===== config.mk =====
export PLATFORM = sky130hd
export DESIGN_NAME = fifo_bus_reader
export DESIGN_NICKNAME = d
export VERILOG_FILES = /design/src/rtl/fbr_pkg.sv /design/src/rtl/fbr_ctrl.sv /design/src/rtl/fbr_datapath.sv /design/src/rtl/fifo_bus_reader.sv
export SDC_FILE = /design/constraint.sdc
export NUM_CORES = 1
export LEC_CHECK = 0
export BUFFER_PORTS_ARGS = -buffer_cell sky130_fd_sc_hd__buf_2
export CAP_MARGIN = 20
export CORE_MARGIN = 2
export CORE_UTILIZATION = 47
export DETAILED_ROUTE_END_ITERATION = 6
export PLACE_DENSITY = 0.8
export SLEW_MARGIN = 30
export SYNTH_ARGS = -nofsm -noshare
export SYNTH_HDL_FRONTEND = slang
export SYNTH_SLANG_ARGS = --single-unit

===== constraint.sdc =====
create_clock -name clk -period 3.2 [get_ports clk]
set_clock_uncertainty 0.2 [all_clocks]
set_input_delay 0.48 -clock clk [delete_from_list [all_inputs] [get_ports clk]]
set_output_delay 0.48 -clock clk [all_outputs]
set_load 0.01 [all_outputs]

===== src/rtl/fbr_pkg.sv =====
package fbr_pkg;

  // Controller states; strobing happens in stPrep and stRead.
  typedef enum logic [1:0] {
    stWait = 2'd0,
    stPrep = 2'd1,
    stRead = 2'd2,
    stDrop = 2'd3
  } rdState_t;

  // Strobes from control to datapath, evaluated for the coming edge.
  typedef struct packed {
    logic capture;   // take busData at this edge
    logic rdAssert;  // read strobe low after this edge
    logic oeAssert;  // output-enable low after this edge
  } rdStrobes_t;

endpackage


===== src/rtl/fbr_ctrl.sv =====
module fbr_ctrl
  import fbr_pkg::*;
(
  input  logic       clk,
  input  logic       rst,
  input  logic       rxAvailN,
  input  logic       outReady,
  output rdStrobes_t strobes
);

  rdState_t curState;
  rdState_t nextState;
  logic     strobing;
  logic     keepGoing;

  // Read strobe is low exactly while in the two strobing states.
  assign strobing  = (curState == stPrep) || (curState == stRead);
  assign keepGoing = !rxAvailN && outReady;

  always_comb begin
    nextState = curState;
    case (curState)
      stWait:  nextState = keepGoing ? stPrep : stWait;
      stPrep:  nextState = keepGoing ? stRead : stDrop;
      stRead:  nextState = keepGoing ? stRead : stDrop;
      stDrop:  nextState = stWait;
      default: nextState = stWait;
    endcase
  end

  always_ff @(posedge clk) begin
    if (rst) curState <= stWait;
    else     curState <= nextState;
  end

  // Strobe levels are decoded from the next state and registered
  // downstream, so the pins equal a function of the state register.
  always_comb begin
    strobes.capture  = strobing && !rxAvailN;
    strobes.rdAssert = (nextState == stPrep) || (nextState == stRead);
    strobes.oeAssert = (nextState != stWait);
  end

endmodule


===== src/rtl/fbr_datapath.sv =====
module fbr_datapath
  import fbr_pkg::*;
#(
  parameter int DATA_W = 16
) (
  input  logic              clk,
  input  logic              rst,
  input  rdStrobes_t        strobes,
  input  logic [DATA_W-1:0] busData,
  output logic              oeN,
  output logic              rdN,
  output logic [DATA_W-1:0] outData,
  output logic              outValid
);

  // Pin flops: active-low strobes, reset high.
  always_ff @(posedge clk) begin
    if (rst) begin
      oeN <= 1'b1;
      rdN <= 1'b1;
    end else begin
      oeN <= !strobes.oeAssert;
      rdN <= !strobes.rdAssert;
    end
  end

  // Capture register and one-cycle valid pulse.
  always_ff @(posedge clk) begin
    if (rst) begin
      outValid <= 1'b0;
      outData  <= '0;
    end else begin
      outValid <= strobes.capture;
      if (strobes.capture) outData <= busData;
    end
  end

endmodule


===== src/rtl/fifo_bus_reader.sv =====
module fifo_bus_reader #(
  parameter int DATA_W = 16
) (
  input  logic              clk,
  input  logic              rst,
  input  logic              rxAvailN,
  input  logic [DATA_W-1:0] busData,
  output logic              oeN,
  output logic              rdN,
  output logic [DATA_W-1:0] outData,
  output logic              outValid,
  input  logic              outReady
);

  fbr_pkg::rdStrobes_t strobes;

  fbr_ctrl ctrl (
    .clk      (clk),
    .rst      (rst),
    .rxAvailN (rxAvailN),
    .outReady (outReady),
    .strobes  (strobes)
  );

  fbr_datapath #(.DATA_W(DATA_W)) dpath (
    .clk      (clk),
    .rst      (rst),
    .strobes  (strobes),
    .busData  (busData),
    .oeN      (oeN),
    .rdN      (rdN),
    .outData  (outData),
    .outValid (outValid)
  );

endmodule


==> run metrics <==
first-pass detailed-route iteration total=4; total gr overflow=0; register area share after synthesis=50.0%; count of input and output buffers=38; RePlAce Congestion=0.596; htree depth=1; Worst Path Max Fanout=16; largest net degree at the start of global routing=22; total track usage=15.4%; total wire length=1570 um; Tot Pwr=490 uW; Iteration-0 DRC Markers=5; arrival time worst endpoint=1.88 ns; crit path launch type=flop; max-slew violation count=0; cell row count=15; Yosys top cell by area=dfxtp_1; Clk Latency, worst-skew pair=0.30 ns; Vias=702; worst min-delay path class=input port to flop; Tmin final=1.84 ns; Tcrit/Tclk final=57.4%; cell count after placement=149; Initial Util=49.2%; P per Cell Area=472 mW/mm^2; setup bufs post-CTS=0; Synth-to-Final Area Change=23.4%; proportion of layout cells with a drive suffix above 1=48.4%; CP required=3.24 ns; Final setup viols=0; RSZ-0062 raised after global routing=no; root buffer cell=clkbuf_4; Synth area leaders=dfxtp_1, a21oi_2, nand2_1, nand2_2, a21oi_1; TNS Setup=0 ns; number of synthesized register bits=21; Final WS setup=1.36 ns; Die Width=46.3 um; Max stage delay on crit path=0.59 ns; Finished Layout Cells=153; n_diodes=0; # hold bufs at CTS=0; Worst-Margin Slew=0.680 ns; fmax=0.544 GHz; Worst slew margin=54.7%; antenna-violating nets left=0; leakage=0.000448 uW; worst-path cell chain=inv_1 -> ha_1 -> and2b_1 -> nand2_1 -> a21oi_1; Die H=46.3 um; Mapped Cells=92; WS Path Type=flop to flop; status=complete, no violations; number of top-level pins=39; vias in the first global route=573; total CTS buffers=3; DRC Markers=0; clock sinks=21; first-pass GRT wire length=2330 um; Max Buffers Root-to-Sink=2; Syn Nets=113; area of the core=0.00171 sq mm; hpwl dp=1150 um; vias per cell=4.59; Fin Hold WS=0.197 ns; Avg Cell Area, Syn=9.14 sq um; Setup WS pre-CTS=1.38 ns; Max Cap Viol=0; clock slew at reported path FFs=0.12 ns; top cell type's share of synthesized area=50.0%; Warnings, synthesis=0; die area=0.00214 sq mm; Setup crit end kind=flop; R2R setup slack=1.36 ns; maximum VDD drop=0.301 mV; Yosys cell types=20; antenna violations before repair=0; nets=150; drt wl/cell=10.3 um; Final Hold Viols=0; slowest CP cell=and2b_1; post_cts resized=0; Mapped Area=841 sq um; CTS tree=done
## worst max-delay path: cells and delay by family, from the launching register on
| kind | cells | cell delay, ns |
|---|---|---|
| flops | 1 | 0.33 |
| buf+inv | 1 | 0.04 |
| compound gates | 1 | 0.13 |
| simple gates | 2 | 0.71 |
| fa+ha+maj | 1 | 0.35 |
## cells by family after synthesis
family,Yosys count,synth area share [%]
and+or+nand+nor,41,23.7
buffers and inverters,8,7.14
adders and majority gates,1,1.49
DFF,21,50.0
xor gates and xnor gates,1,1.04
AOI/OAI and AO/OA,20,16.7
## cell usage after synthesis, drive strengths merged
library cell  count
a21o              1
a21oi            18
and2b             1
buf               5
clkbuf            1
dfxtp            21
ha                1
inv               2
nand2            33
nand2b            4
nand3b            1
nor2              1
nor2b             1
o21ai             1
xor2              1
## layout make-up
cell class,instances,area [sq um]
repair buffers,38,190
fillers,167,671
inverters,2,7.51
clock buffers,3,22.5
multi-input cells,63,360
well taps,25,31.3
clock inverters,1,5.00
flip-flops and latches,21,420
## metrics by stage
step / utilization (%) / instance area (sq um)
6_report: 60.7 / 1040
3_5_place_dp: 59.1 / 1010
3_3_place_gp: 59.1 / 1010
5_1_grt: 60.7 / 1040
2_1_floorplan: - / 841
4_1_cts: 60.7 / 1040
## per-layer routing
metal  track usage [%]  vias up  share of wire [%]
met4              6.86        0                1.3
met5                 0        -                  0
li1                  -      362                  -
met3              4.71        2                5.5
met1              18.9      319                 43
met2              24.4       19                 50
## where the power goes
| part | total, uW | leakage, uW | internal [uW] | switching [uW] |
|---|---|---|---|---|
| Sequential | 282 | 0.000171 | 276 | 5.57 |
| Clock | 126 | 0.0000177 | 46.5 | 79.2 |
| Combinational | 82.6 | 0.000259 | 35.0 | 47.6 |
## cell usage in the layout (no fill, tap or decap), drive strengths merged
master   n
nor2b    1
xor2     1
a21o     1
ha       1
clkinv   1
a21oi   18
buf     38
dfxtp   21
clkbuf   3
and2b    1
nand2b   4
o21ai    1
nor2     1
nand2   33
inv      2
nand3b   1
## path summary, 6_finish.rpt
kind,startpoint,to,depth (start not counted)
worst max register to register,ctrl.curState[0]$_SDFF_PP0_,dpath.outData[5]$_SDFFE_PP0P_,5
worst min-delay path,busData[6],dpath.outData[6]$_SDFFE_PP0P_,3
worst min register to register,dpath.outData[3]$_SDFFE_PP0P_,dpath.outData[3]$_SDFFE_PP0P_,2
worst max-delay path,ctrl.curState[0]$_SDFF_PP0_,dpath.outData[5]$_SDFFE_PP0P_,5
## state kept, by name, indices dropped and copies added (netlist names)
register        count
dpath.outData      16
dpath.oeN           1
dpath.rdN           1
dpath.outValid      1
ctrl.curState       2
Note: power is estimated with default switching activity, not from simulation.
